File: src/rtl/lcd_tg_pkg.sv
`timescale 1ns/1ps
package lcd_tg_pkg;
  // Length of one pixel period, extended by half when it follows a line pulse.
  function automatic int unsigned stretch_len(int unsigned base, bit ext);
    return ext ? base + (base >> 1) : base;
  endfunction
endpackage

File: src/rtl/lcd_pix_div.sv
`timescale 1ns/1ps
module lcd_pix_div #(
  parameter int PW = 6
) (
  input  logic          clk,
  input  logic          rst,
  input  logic          clr,
  input  logic [PW-1:0] pre,
  input  logic          stretch,
  output logic          tick
);
  localparam int LW = PW + 1;

  logic [LW-1:0] cnt;
  logic [LW-1:0] len;

  assign len  = LW'(lcd_tg_pkg::stretch_len(32'(pre) + 32'd1, stretch));
  assign tick = !clr && (cnt == len - LW'(1));

  always_ff @(posedge clk) begin
    if (rst || clr)  cnt <= '0;
    else if (tick)   cnt <= '0;
    else             cnt <= cnt + LW'(1);
  end

  // the period counter never runs past the selected length
  p_cnt_bound_r1: assert property (@(posedge clk) disable iff (rst || clr)
    cnt < len);
endmodule

File: src/rtl/lcd_raster.sv
`timescale 1ns/1ps
module lcd_raster #(
  parameter int XW = 10,
  parameter int YW = 9
) (
  input  logic          clk,
  input  logic          rst,
  input  logic          clr,
  input  logic          tick,
  input  logic [XW-1:0] width,
  input  logic [YW-1:0] height,
  output logic          pix_stb,
  output logic          line_pls,
  output logic          frame_pls,
  output logic          stretch,
  output logic          line_done,
  output logic          frame_done
);
  logic [XW-1:0] px;
  logic [YW-1:0] ln;

  assign line_done  = tick && line_pls;
  assign frame_done = line_done && (ln == height - YW'(1));

  always_ff @(posedge clk) begin
    if (rst || clr) begin
      px        <= '0;
      ln        <= '0;
      pix_stb   <= 1'b0;
      line_pls  <= 1'b0;
      frame_pls <= 1'b0;
      stretch   <= 1'b0;
    end else begin
      pix_stb <= tick && !line_pls;
      if (tick && !line_pls) begin
        stretch <= 1'b0;
        if (px == width - XW'(1)) begin
          px        <= '0;
          line_pls  <= 1'b1;
          frame_pls <= (ln == '0);
        end else begin
          px <= px + XW'(1);
        end
      end else if (line_done) begin
        line_pls  <= 1'b0;
        frame_pls <= 1'b0;
        stretch   <= 1'b1;
        ln        <= frame_done ? '0 : ln + YW'(1);
      end
    end
  end

  // a line pulse starts together with the last pixel strobe
  p_line_with_stb_r4: assert property (@(posedge clk) disable iff (rst)
    $rose(line_pls) |-> pix_stb);
  // frame marker lives inside a line pulse
  p_frame_in_line_r5: assert property (@(posedge clk) disable iff (rst)
    frame_pls |-> line_pls);
  // the stretched period only follows a finished line pulse
  p_stretch_after_line_r3: assert property (@(posedge clk) disable iff (rst)
    stretch |-> !line_pls);
endmodule

File: src/rtl/lcd_bias.sv
`timescale 1ns/1ps
module lcd_bias #(
  parameter int AW = 5
) (
  input  logic          clk,
  input  logic          rst,
  input  logic          clr,
  input  logic          line_done,
  input  logic [AW-1:0] ac_pre,
  output logic          m
);
  logic [AW-1:0] acc;

  always_ff @(posedge clk) begin
    if (rst || clr) begin
      acc <= '0;
      m   <= 1'b0;
    end else if (line_done) begin
      if (acc == ac_pre) begin
        acc <= '0;
        m   <= ~m;
      end else begin
        acc <= acc + AW'(1);
      end
    end
  end

  // the bias output only moves on the end of a line pulse
  p_m_hold_r6: assert property (@(posedge clk) disable iff (rst)
    (!line_done && !clr) |=> (m == $past(m)));
endmodule

File: src/rtl/lcd_timing_gen.sv
`timescale 1ns/1ps
module lcd_timing_gen #(
  parameter int PW = 6,
  parameter int AW = 5,
  parameter int XW = 10,
  parameter int YW = 9
) (
  input  logic          clk,
  input  logic          rst,
  input  logic          en,
  input  logic [PW-1:0] pix_pre,
  input  logic [AW-1:0] ac_pre,
  input  logic [XW-1:0] h_pixels,
  input  logic [YW-1:0] v_lines,
  output logic          pix_stb,
  output logic          line_pls,
  output logic          frame_pls,
  output logic          bias_m
);
  logic [PW-1:0] act_pre;
  logic [AW-1:0] act_ac;
  logic [XW-1:0] act_w;
  logic [YW-1:0] act_h;
  logic          stop, load, tick, stretch, line_done, frame_done;

  assign stop = !en || (act_pre == '0);
  assign load = stop || frame_done;

  // configuration is captured only at a frame boundary or when idle
  always_ff @(posedge clk) begin
    if (rst) begin
      act_pre <= '0;
      act_ac  <= '0;
      act_w   <= '0;
      act_h   <= '0;
    end else if (load) begin
      act_pre <= pix_pre;
      act_ac  <= ac_pre;
      act_w   <= h_pixels;
      act_h   <= v_lines;
    end
  end

  lcd_pix_div #(.PW(PW)) u_div (
    .clk(clk), .rst(rst), .clr(stop), .pre(act_pre),
    .stretch(stretch), .tick(tick)
  );

  lcd_raster #(.XW(XW), .YW(YW)) u_raster (
    .clk(clk), .rst(rst), .clr(stop), .tick(tick),
    .width(act_w), .height(act_h),
    .pix_stb(pix_stb), .line_pls(line_pls), .frame_pls(frame_pls),
    .stretch(stretch), .line_done(line_done), .frame_done(frame_done)
  );

  lcd_bias #(.AW(AW)) u_bias (
    .clk(clk), .rst(rst), .clr(stop), .line_done(line_done),
    .ac_pre(act_ac), .m(bias_m)
  );

  // a zero prescale yields no strobe
  p_no_stb_zero_r2: assert property (@(posedge clk) disable iff (rst)
    (en && act_pre == '0) |=> !pix_stb);
  // disabling clears every output on the next cycle
  p_idle_r8: assert property (@(posedge clk) disable iff (rst)
    !en |=> (!pix_stb && !line_pls && !frame_pls && !bias_m));
endmodule

File: config.mk
export PLATFORM = sky130hd
export DESIGN_NAME = lcd_timing_gen
export DESIGN_NICKNAME = d
export VERILOG_FILES = /design/src/rtl/lcd_tg_pkg.sv /design/src/rtl/lcd_pix_div.sv /design/src/rtl/lcd_raster.sv /design/src/rtl/lcd_bias.sv /design/src/rtl/lcd_timing_gen.sv
export SDC_FILE = /design/constraint.sdc
export NUM_CORES = 1
export LEC_CHECK = 0
export BUFFER_PORTS_ARGS = -buffer_cell sky130_fd_sc_hd__buf_4
export CAP_MARGIN = 20
export CORE_MARGIN = 1
export CORE_UTILIZATION = 59
export CTS_CLUSTER_DIAMETER = 100
export DETAILED_ROUTE_END_ITERATION = 7
export GPL_ROUTABILITY_DRIVEN = 0
export PLACE_DENSITY = 0.81
export SETUP_SLACK_MARGIN = 0.15
export SLEW_MARGIN = 20
export SYNTH_ARGS = -nofsm -noshare
export SYNTH_HDL_FRONTEND = slang
export SYNTH_SLANG_ARGS = --single-unit
export TNS_END_PERCENT = 5
File: constraint.sdc
create_clock -name clk -period 11.61 [get_ports clk]
set_input_delay 0 -clock clk [delete_from_list [all_inputs] [get_ports clk]]
set_output_delay 0 -clock clk [all_outputs]
set_load 0.02 [all_outputs]
=== Yosys cells after proc, flatten, opt, wreduce, memory -nomap -nowiden ===
Index checks and enable logic that the tools add are counted.

* Flip-flop bits (word level): 66
* Latch bits: 0
* RAM bits: 0
* Bits in read-only memories: 0
* Input bits: 33
* Output and inout bits: 4
* Word-level logic and storage cells: 56
* Memories kept: 0

* Add/sub/neg operators: 9
* Multipliers: 0
* Div/mod/pow operators: 0
* Magnitude comparators: 0
* Equality and inequality tests: 5
* Shift operators: 0
* Multiplexer cells: 9
* Bitwise operators: 2
* Reduce and logical (&&, ||, !) cells: 18

{| class="wikitable"
|+ Operators with widths
! operator !! count
|-
| 10-bit by 1-bit adder with 10-bit output, second input constant || 1
|-
| 10-bit equality test || 1
|-
| 10-bit two-way mux || 1
|-
| 10-bit by 1-bit subtractor with 10-bit output, second input constant || 1
|-
| 9-bit by 1-bit adder with 9-bit output, second input constant || 1
|-
| 9-bit equality test || 1
|-
| 9-bit logical NOT || 1
|-
| 9-bit two-way mux || 1
|-
| 9-bit by 1-bit subtractor with 9-bit output, second input constant || 1
|-
| 6-bit by 1-bit adder with 7-bit output, second input constant || 1
|-
| 7-bit by 1-bit adder with 7-bit output, second input constant || 1
|-
| 7-bit adder || 1
|-
| 7-bit equality test || 1
|-
| 7-bit two-way mux || 1
|-
| 7-bit by 1-bit subtractor with 7-bit output, second input constant || 1
|-
| 6-bit logical NOT || 1
|-
| 2-bit AND reduction || 3
|-
| 5-bit by 1-bit adder with 5-bit output, second input constant || 1
|-
| 5-bit equality test || 1
|-
| 1-bit two-way mux || 5
|-
| 5-bit two-way mux || 1
|-
| 1-bit logical AND || 4
|-
| 2-bit OR reduction || 2
|-
| 1-bit logical NOT || 3
|-
| 4 further kinds || 7
|}

=== Logic depth before layout (Yosys ltp) ===
Gate-level depths: netlist (run 1).

* Word-level depth: 9
* Mapped depth: 18
* Mapped depth without buffers: 14

=== By module ===
Synthesis (run 1) repeated with hierarchy kept, for this count alone.

* Cell total of the unflattened synthesis: 574
* Area, all modules: 4734.5 um2

{| class="wikitable"
|+ Modules (own cells, without submodules)
! module !! times used !! cells an instance !! area each (um2) !! sequential area each (um2)
|-
| lcd_raster || 1 || 205 || 1626.6 || 460.4
|-
| lcd_timing_gen || 1 || 181 || 1600.3 || 600.6
|-
| lcd_pix_div || 1 || 155 || 1209.9 || 140.1
|-
| lcd_bias || 1 || 33 || 297.8 || 120.1
|}

=== Worst setup path before layout (run 1) ===
OpenSTA, ideal clock, no wires.

* Path type: flip-flop to flip-flop
* Start: register act_pre[0]
* End: register u_bias.acc[3]
* Setup time: 0.135 ns
* Data arrival time: 4.051 ns
* Data required time: 11.475 ns
* Slack: 7.425 ns
* Cell stages (with the launch flop): 19
* Path buffers: 4
* Clock period less this slack: 4.185 ns
* Cell sequence: dfxtp_1 -> buf_4 -> inv_1 -> ha_1 -> clkbuf_1 -> xor2_1 -> ha_1 -> nor2_1 -> a211o_1 -> o211a_1 -> nor2_1 -> mux2_2 -> a2111oi_2 -> a21oi_1 -> or2_1 -> buf_6 -> buf_2 -> o311ai_0 -> o21ai_0

* Word-level cells in the longest chain between the ends: 7
* Elaborated cells on any way between the ends: 11
* Those cells by class: 3 x add/sub; 1 x eq/ne; 1 x mux; 6 x reduce/logical

{| class="wikitable"
|+ RTL lines
! what !! line !! RTL
|-
| start: declaration || lcd_timing_gen.sv:20 || <nowiki>logic [PW-1:0] act_pre;</nowiki>
|-
| start signal: assignment || lcd_timing_gen.sv:37 || <nowiki>act_pre <= pix_pre;</nowiki>
|-
| 6-bit by 1-bit adder with 7-bit output || lcd_pix_div.sv:17 || <nowiki>assign len = LW'(lcd_tg_pkg::stretch_len(32'(pre) + 32'd1, stretch));</nowiki>
|-
| 7-bit adder || lcd_tg_pkg.sv:5 || <nowiki>return ext ? base + (base >> 1) : base;</nowiki>
|-
| 7-bit two-way mux || lcd_tg_pkg.sv:5 ||
|-
| 7-bit by 1-bit subtractor with 7-bit output || lcd_pix_div.sv:18 || <nowiki>assign tick = !clr && (cnt == len - LW'(1));</nowiki>
|-
| 7-bit equality test || lcd_pix_div.sv:18 ||
|-
| 1-bit logical AND || lcd_pix_div.sv:18 ||
|-
| 1-bit logical AND || lcd_raster.sv:22 || <nowiki>assign line_done = tick && line_pls;</nowiki>
|-
| end signal: assignment || lcd_bias.sv:23 || <nowiki>acc <= acc + AW'(1);</nowiki>
|-
| end: declaration || lcd_bias.sv:12 || <nowiki>logic [AW-1:0] acc;</nowiki>
|}

Several ways; a longest one is shown, not always the timed one.
A chain may end at the register's enable or synchronous reset.

=== Worst setup path after layout (run 1) ===
* Start: register act_pre[1]
* End: register u_raster.px[9]

* Word-level cells in the longest chain between the ends: 7
* Elaborated cells on any way between the ends: 11
* Those cells by class: 3 x add/sub; 1 x eq/ne; 1 x mux; 6 x reduce/logical

{| class="wikitable"
|+ RTL lines
! what !! line !! RTL
|-
| 6-bit by 1-bit adder with 7-bit output || lcd_pix_div.sv:17 ||
|-
| 7-bit adder || lcd_tg_pkg.sv:5 ||
|-
| 7-bit two-way mux || lcd_tg_pkg.sv:5 ||
|-
| 7-bit by 1-bit subtractor with 7-bit output || lcd_pix_div.sv:18 ||
|-
| 7-bit equality test || lcd_pix_div.sv:18 ||
|-
| 1-bit logical AND || lcd_pix_div.sv:18 ||
|-
| 1-bit logical AND || lcd_raster.sv:35 || <nowiki>if (tick && !line_pls) begin</nowiki>
|-
| end signal: assignment || lcd_raster.sv:42 || <nowiki>px <= px + XW'(1);</nowiki>
|-
| end: declaration || lcd_raster.sv:19 || <nowiki>logic [XW-1:0] px;</nowiki>
|}

Several ways; a longest one is shown, not always the timed one.

==> results of run 1 <==
tightest hold or removal path: cells and delay by family:
kind	cells	cell delay, ps
AND/OR/NAND/NOR	1	100
multiplexers	1	50
buffers and inverters	2	220
path summary, 6_finish.rpt:
kind                            from                           to  slack [ps]  depth (start not counted)
min                              rst       act_ac[3]$_SDFFE_PP0P_          70                          4
min reg2reg    act_h[7]$_SDFFE_PP0P_        act_h[7]$_SDFFE_PP0P_         470                          2
max reg2reg  act_pre[1]$_SDFFE_PP0P_  u_raster.px[9]$_SDFFE_PP0P_        6020                         14
max          act_pre[1]$_SDFFE_PP0P_  u_raster.px[9]$_SDFFE_PP0P_        6020                         14
flip-flops by register name (all words and copies together), names as in the netlist:
signal	count
u_raster.line_pls	1
act_pre	6
u_raster.pix_stb	1
u_raster.stretch	1
u_div.cnt	7
u_raster.frame_pls	1
act_h	9
u_bias.acc	5
act_ac	5
act_w	10
u_raster.ln	9
u_bias.m	1
u_raster.px	10
through the flow:
stage	hold WS, ps	total power [mW]
after floorplan	138.8	0.3693
after global placement	251.3	0.3914
after detailed placement	259.4	0.3972
after CTS	89.41	0.6259
after global routing	103.6	0.6556
final	72.18	0.6269
layout make-up:
class                      count  area (um2)  share of cell area
multi-input combinational    474        3194              0.5776
clock buffer                  12       155.1             0.02805
timing repair buffer          68       598.1              0.1081
sequential                    66        1321              0.2389
inverter                      16       60.06             0.01086
tap                          102       127.6             0.02308
clock inverter                 4       73.82             0.01335
Yosys cell counts (4+ instances only):
cell	n	area [um2]
xor2_1	17	148.9
o21ai_0	19	95.09
or3_1	8	50.05
mux2i_1	42	420.4
and3_1	14	87.58
nand2_1	83	311.6
nand2b_1	5	31.28
xnor2_1	30	262.8
a21oi_1	25	125.1
nor4_1	14	87.58
a21o_1	4	30.03
ha_1	13	162.7
nor3_1	20	100.1
buf_6	5	56.30
clkbuf_1	20	75.07
buf_2	12	60.06
nand4_1	7	43.79
nand3_1	27	135.1
a21bo_2	4	40.04
inv_1	13	48.80
o21a_1	4	30.03
nor2_1	33	123.9
dfxtp_1	66	1321
nand3b_1	4	30.03
o211a_1	7	70.07
nor2b_1	12	75.07
or4_1	7	52.55
o211ai_1	9	67.56
o31ai_1	11	82.58
power groups by stage:
stage	Sequential (mW)	Clock, mW	Combinational, mW
after floorplan	0.250	0	0.120
after global placement	0.259	0	0.132
after detailed placement	0.260	0	0.137
after CTS	0.255	0.225	0.146
after global routing	0.258	0.234	0.163
final	0.255	0.222	0.149
repair_timing:
item | 4_1_cts | 5_1_grt
resized for setup | 0 | 0
hold buffers | 30 | 0
hold endpoints to repair | 30 | 0
per-layer routing:
layer	share of wire	vias up
met2	0.48	142
met5	0	-
met1	0.45	2099
met4	0.026	0
met3	0.049	31
li1	-	2229
cell families (layout without fill, tap and decap cells):
family | count (synthesis) | after routing | share of synthesized area
multiplexers | 45 | 45 | 0.09525
AND/OR/NAND/NOR | 252 | 252 | 0.2732
adder cells (fa/ha/maj) | 13 | 13 | 0.03411
flip-flops | 66 | 66 | 0.2771
AO/OA/AOI/OAI | 117 | 117 | 0.1782
buffers and inverters | 56 | 100 | 0.05589
XOR/XNOR | 47 | 47 | 0.08633
==> key figures, run 1 <==
Pwr
  – Gate power share: 0.238
  – Leakage: 2.252 nW
  – Internal power: 439.3 uW
  – Pwr dens: 113.4 nW/um2
  – Reg power frac: 0.407
  – Peak VDD IR: 0.00007223 V
  – Sw power: 187.6 uW
  – Clock Power Share: 0.355
  – Switching part of the total power: 0.2993

Placed design
  – Post-placement cell area: 4975 um2
  – Setup WS pre-CTS: 6178 ps
  – IO Port Bufs: 36
  – Inst Count DP: 695
  – Post-DP HPWL: 7702 um

Timing
  – Post-route setup TNS: 0 ps
  – Relative slew slack: 0.3350
  – Max frequency: 178.9 MHz
  – Final Slew Violations: 0
  – Setup Skew: 9.740 ps
  – RSZ-0062 raised after global routing: no
  – Setup violations, final: 0
  – Final WS setup: 6019 ps
  – Final Cycle Share: 0.4816
  – Tmin final: 5591 ps
  – Worst Max-Slew Pin Slew: 997.6 ps
  – Hold Violations, Final: 0

Clock tree
  – H-tree levels: 3
  – Worst-path clk slew: 80 ps
  – Post-CTS setup buffers: 0
  – Clk_lat worst skew: 350 ps
  – CTS Buf Count: 9
  – Clock sinks: 66
  – Clk buf depth: 2
  – CTS tree: yes
  – Root buf cell: clkbuf_8

Floorplan
  – Die X: 91.90 um
  – Die Area: 8446 um2
  – Boundary pin count: 37
  – Row cnt: 32
  – Die height: 91.90 um
  – Core Box Area: 7767 um2
  – Initial Util: 0.6139

GRT
  – Met3 Track Usage GR: 0.05887
  – Total track usage: 0.2834
  – Vias in the first global route: 4230
  – Grt met2 use: 0.4801
  – Met1 usage: 0.3535
  – GRT overflow: 0
  – Initial antenna violation count: 0
  – Busiest grt layer: met2
  – Pin count of the biggest net entering global routing: 70
  – First-pass GRT wire length: 19550 um

Min path
  – Worst hold path class: input port to flop

Cells and area
  – Diodes inserted: 0
  – Commonest cells after routing, fill and taps aside: nand2_1, dfxtp_1, mux2i_1, buf_4, nor2_1
  – Layout cell share with drive strength beyond 1: 0.1156
  – Fill cells: 609
  – Post-Layout Cell Count: 742
  – Final nets: 681
  – Commonest non-fill, non-tap cell in the layout: nand2_1
  – Final Instance Area: 5530 um2
  – Post-layout util: 0.7120
  – P&R area growth vs syn: 15.98%

Yosys
  – Flops & latches, synth: 66
  – Ys Warns: 0
  – Gate Count Post-Synth: 596
  – Netlist cell types: 68
  – Post-synth EDFFs: 0
  – Syn nets: 642
  – Synth async-reset ratio: 0
  – Mean Syn Cell Area: 8.001 um2
  – Ys flop type: dfxtp_1
  – Mapped cell area: 4768 um2
  – Seq/Total Area, Yosys: 0.2771

Critical path
  – Worst path slowest cell: ha_1
  – Crit path capture type: flop
  – Worst path max stage delay: 760 ps
  – CP required: 11890 ps
  – Crit path cell chain: ha_1, xor2_1, xor2_1, ha_1, nor4_1, a211o_1, o211a_1, nor2_1, mux2_2, a2111oi_2, a21oi_1, or2_1, or4_1, a21oi_1
  – Worst EP arrival: 5870 ps
  – Worst setup path category: flop to flop
  – Worst Path Buf+Inv: 0
  – Type of origin of the critical path: flop
  – Crit-path max FO: 30
  – Cell family with most CP delay: simple AND/OR/NAND/NOR gates

Routing
  – Vias/cell: 6.066
  – Vias: 4501
  – Antenna Nets Post-Route: 0
  – Post-route DRC: 0
  – Routed len/inst: 15.57 um
  – Drt pass-1 iters: 5
  – Routed WL: 11560 um
  – 1st-iter DRT viols: 259

Status
  – Status: finished, final reports clean

Job
  – Maxcap violations: 0
Power figures use the tool's default switching activity.
==> run 2, diff against run 1 <==
--- a/config.mk
+++ b/config.mk
@@ -5,6 +5,7 @@
 export SDC_FILE = /design/constraint.sdc
 export NUM_CORES = 1
 export LEC_CHECK = 0
+export ABC_AREA = 1
 export BUFFER_PORTS_ARGS = -buffer_cell sky130_fd_sc_hd__buf_4
 export CAP_MARGIN = 20
 export CORE_MARGIN = 1
==> constraint.sdc (replaced) <==
create_clock -name clk -period 5.22 [get_ports clk]
set_input_delay 0 -clock clk [delete_from_list [all_inputs] [get_ports clk]]
set_output_delay 0 -clock clk [all_outputs]
set_load 0.02 [all_outputs]
==> key figures, run 2 <==
Status
  – Status: finished, final reports clean

Clock tree
  – Clk_lat worst skew: 360 ps
  – H-tree levels: 3
  – Post-CTS setup buffers: 0
  – Worst-path clk slew: 80 ps
  – CTS Buf Count: 9
  – CTS tree: yes
  – CTS resizes: 0
  – Root buf cell: clkbuf_8
  – Clk buf depth: 2
  – Clock sinks: 66

Pwr
  – Peak VDD IR: 0.0001518 V
  – Gate power share: 0.264
  – Switching part of the total power: 0.3404
  – Leakage: 2.516 nW
  – Tot Pwr: 1.373 mW
  – Clock Power Share: 0.332
  – Pwr dens: 251.3 nW/um2
  – Internal power: 905.6 uW
  – Sw power: 467.4 uW
  – Reg power frac: 0.404

GRT
  – First-pass GRT wire length: 20240 um
  – Initial antenna violation count: 0
  – Total track usage: 0.2980
  – Pin count of the biggest net entering global routing: 62
  – GRT overflow: 0
  – Vias in the first global route: 4567

Cells and area
  – Final nets: 843
  – Diodes inserted: 0
  – Commonest non-fill, non-tap cell in the layout: nand2_1
  – P&R area growth vs syn: 16.48%
  – Biggest regs: act_w (10), u_raster.px (10)
  – Layout cell share with drive strength beyond 1: 0.1097
  – Commonest cells after routing, fill and taps aside: nand2_1, nand3_1, inv_1, nor2_1, dfxtp_1

Floorplan
  – Die Area: 8311 um2
  – Die X: 91.17 um
  – Initial Util: 0.6070
  – Row cnt: 32
  – Core Box Area: 7727 um2
  – Boundary pin count: 37
  – Die height: 91.17 um

Placed design
  – Setup WS pre-CTS: 1100 ps
  – Post-DP HPWL: 8216 um
  – IO Port Bufs: 36

Timing
  – RSZ-0062 raised after global routing: no
  – Relative slew slack: 0.3241
  – Final Cycle Share: 0.8029
  – Final hold slack: 43.43 ps
  – Max frequency: 238.6 MHz
  – Post-route setup TNS: 0 ps
  – Hold Violations, Final: 0
  – Worst Max-Slew Pin Slew: 1013 ps
  – Final Slew Violations: 0
  – Tmin final: 4191 ps
  – Setup violations, final: 0
  – Setup Skew: 8.489 ps
  – Final WS setup: 1029 ps

Yosys
  – Seq/Total Area, Yosys: 0.2817
  – Syn nets: 791
  – Ys Warns: 0
  – Post-Synth Adder-Cell Area: 0.03468
  – Post-Synth Simple-Gate Area: 0.4217
  – Ys flop type: dfxtp_1
  – Synth async-reset ratio: 0
  – Mean Syn Cell Area: 6.296 um2
  – Proportion of synthesized area in mux cells: 0
  – Xor/xnor cell area share of the yosys netlist: 0.07282
  – Synth area leaders: dfxtp_1, nand2_1, nand3_1
  – Post-synth EDFFs: 0
  – Mapped cell area: 4691 um2
  – Flops & latches, synth: 66
  – Netlist cell types: 38
  – Most frequent cell after synthesis: nand2_1
  – Gate Count Post-Synth: 745
  – Post-synth top cells: nand2_1, nand3_1, inv_1
  – Top cell type by total area after synthesis: dfxtp_1
  – Combinational family with the most area after synthesis: simple AND/OR/NAND/NOR gates
  – Synth top area share: 0.2817
  – Synth Area in Compound Gates: 0.08829

Routing
  – 1st-iter DRT viols: 272
  – Vias: 4970
  – Routed len/inst: 13.26 um
  – Drt pass-1 iters: 5
  – Vias/cell: 5.498
  – Post-route DRC: 0
  – Routed WL: 11990 um
  – Antenna Nets Post-Route: 0

Job
  – Maxcap violations: 0

Critical path
  – Crit-path max FO: 61
  – Worst EP arrival: 4430 ps
  – Worst path max stage delay: 660 ps
  – CP required: 5460 ps
  – Type of origin of the critical path: flop
  – Worst setup path category: flop to flop
  – Crit path cell chain: inv_1, ha_1, inv_1, nand2_1, nand2_1, inv_1, ha_1, o21ai_0, ha_1, nand3_2, nor2_1, nand2_2, o21ai_1, nand2_2, nor2_4, nand4_4, nand3_1, nor2_1
  – Crit path capture type: flop
  – Worst path slowest cell: nand4_4

Min path
  – Worst hold path class: input port to flop
run 2: area by class of cell:
type	count	area [um2]
clock buffer	10	137.6
clock inverter	6	65.06
fill	650	2263
inverter	90	337.8
multi-input combinational	563	2897
sequential	66	1321
tap	102	127.6
timing repair buffer	67	578.1
run 2: metrics by stage:
step / std cells / utilization / area [um2]
after floorplan: 745 / - / 4691
after global placement: 858 / 0.6420 / 4961
after detailed placement: 858 / 0.6420 / 4961
after CTS: 904 / 0.7071 / 5464
after global routing: 904 / 0.7071 / 5464
final: 904 / 0.7071 / 5464
run 2: worst max-delay path: cells and delay by family (launching register included):
family | cells | cell delay (ps)
buffers and inverters | 3 | 240
DFF | 1 | 470
adders and majority gates | 3 | 880
AOI/OAI and AO/OA | 2 | 510
and+or+nand+nor | 10 | 1960
run 2: cell families after synthesis:
group / Yosys count
AOI/OAI and AO/OA: 78
buffers and inverters: 116
and+or+nand+nor: 433
adders and majority gates: 13
xor gates and xnor gates: 39
DFF: 66
run 2: timing repair:
| item | in CTS | in global routing |
|---|---|---|
| endpoints found under the hold margin | 30 | 0 |
| endpoints found under the setup margin | 0 | 0 |
| hold buffers | 30 | 0 |
run 2: power groups by stage:
| stage | registers, mW | clock network [mW] | logic (mW) |
|---|---|---|---|
| after global placement | 0.563 | 0 | 0.322 |
| after detailed placement | 0.565 | 0 | 0.336 |
| after floorplan | 0.558 | 0 | 0.267 |
| after CTS | 0.554 | 0.458 | 0.356 |
| final | 0.554 | 0.456 | 0.363 |
| after global routing | 0.558 | 0.479 | 0.409 |
run 2: final timing paths:
path / start / endpoint / slack (ps) / cells after the start
worst min register to register: u_div.cnt[0]$_SDFF_PP0_ / u_div.cnt[0]$_SDFF_PP0_ / 490 / 1
worst max-delay path: act_pre[1]$_SDFFE_PP0P_ / u_raster.ln[3]$_SDFFE_PP0P_ / 1030 / 18
worst min-delay path: rst / u_bias.m$_SDFFE_PP0P_ / 40 / 4
worst max register to register: act_pre[1]$_SDFFE_PP0P_ / u_raster.ln[3]$_SDFFE_PP0P_ / 1030 / 18
run 2: routing by layer:
layer	global-route usage	routed length, um	up-vias
met4	0.08730	186	0
li1	-	-	2514
met1	0.3633	5318	2298
met5	0	0	-
met3	0.06030	603	20
met2	0.5271	5883	138
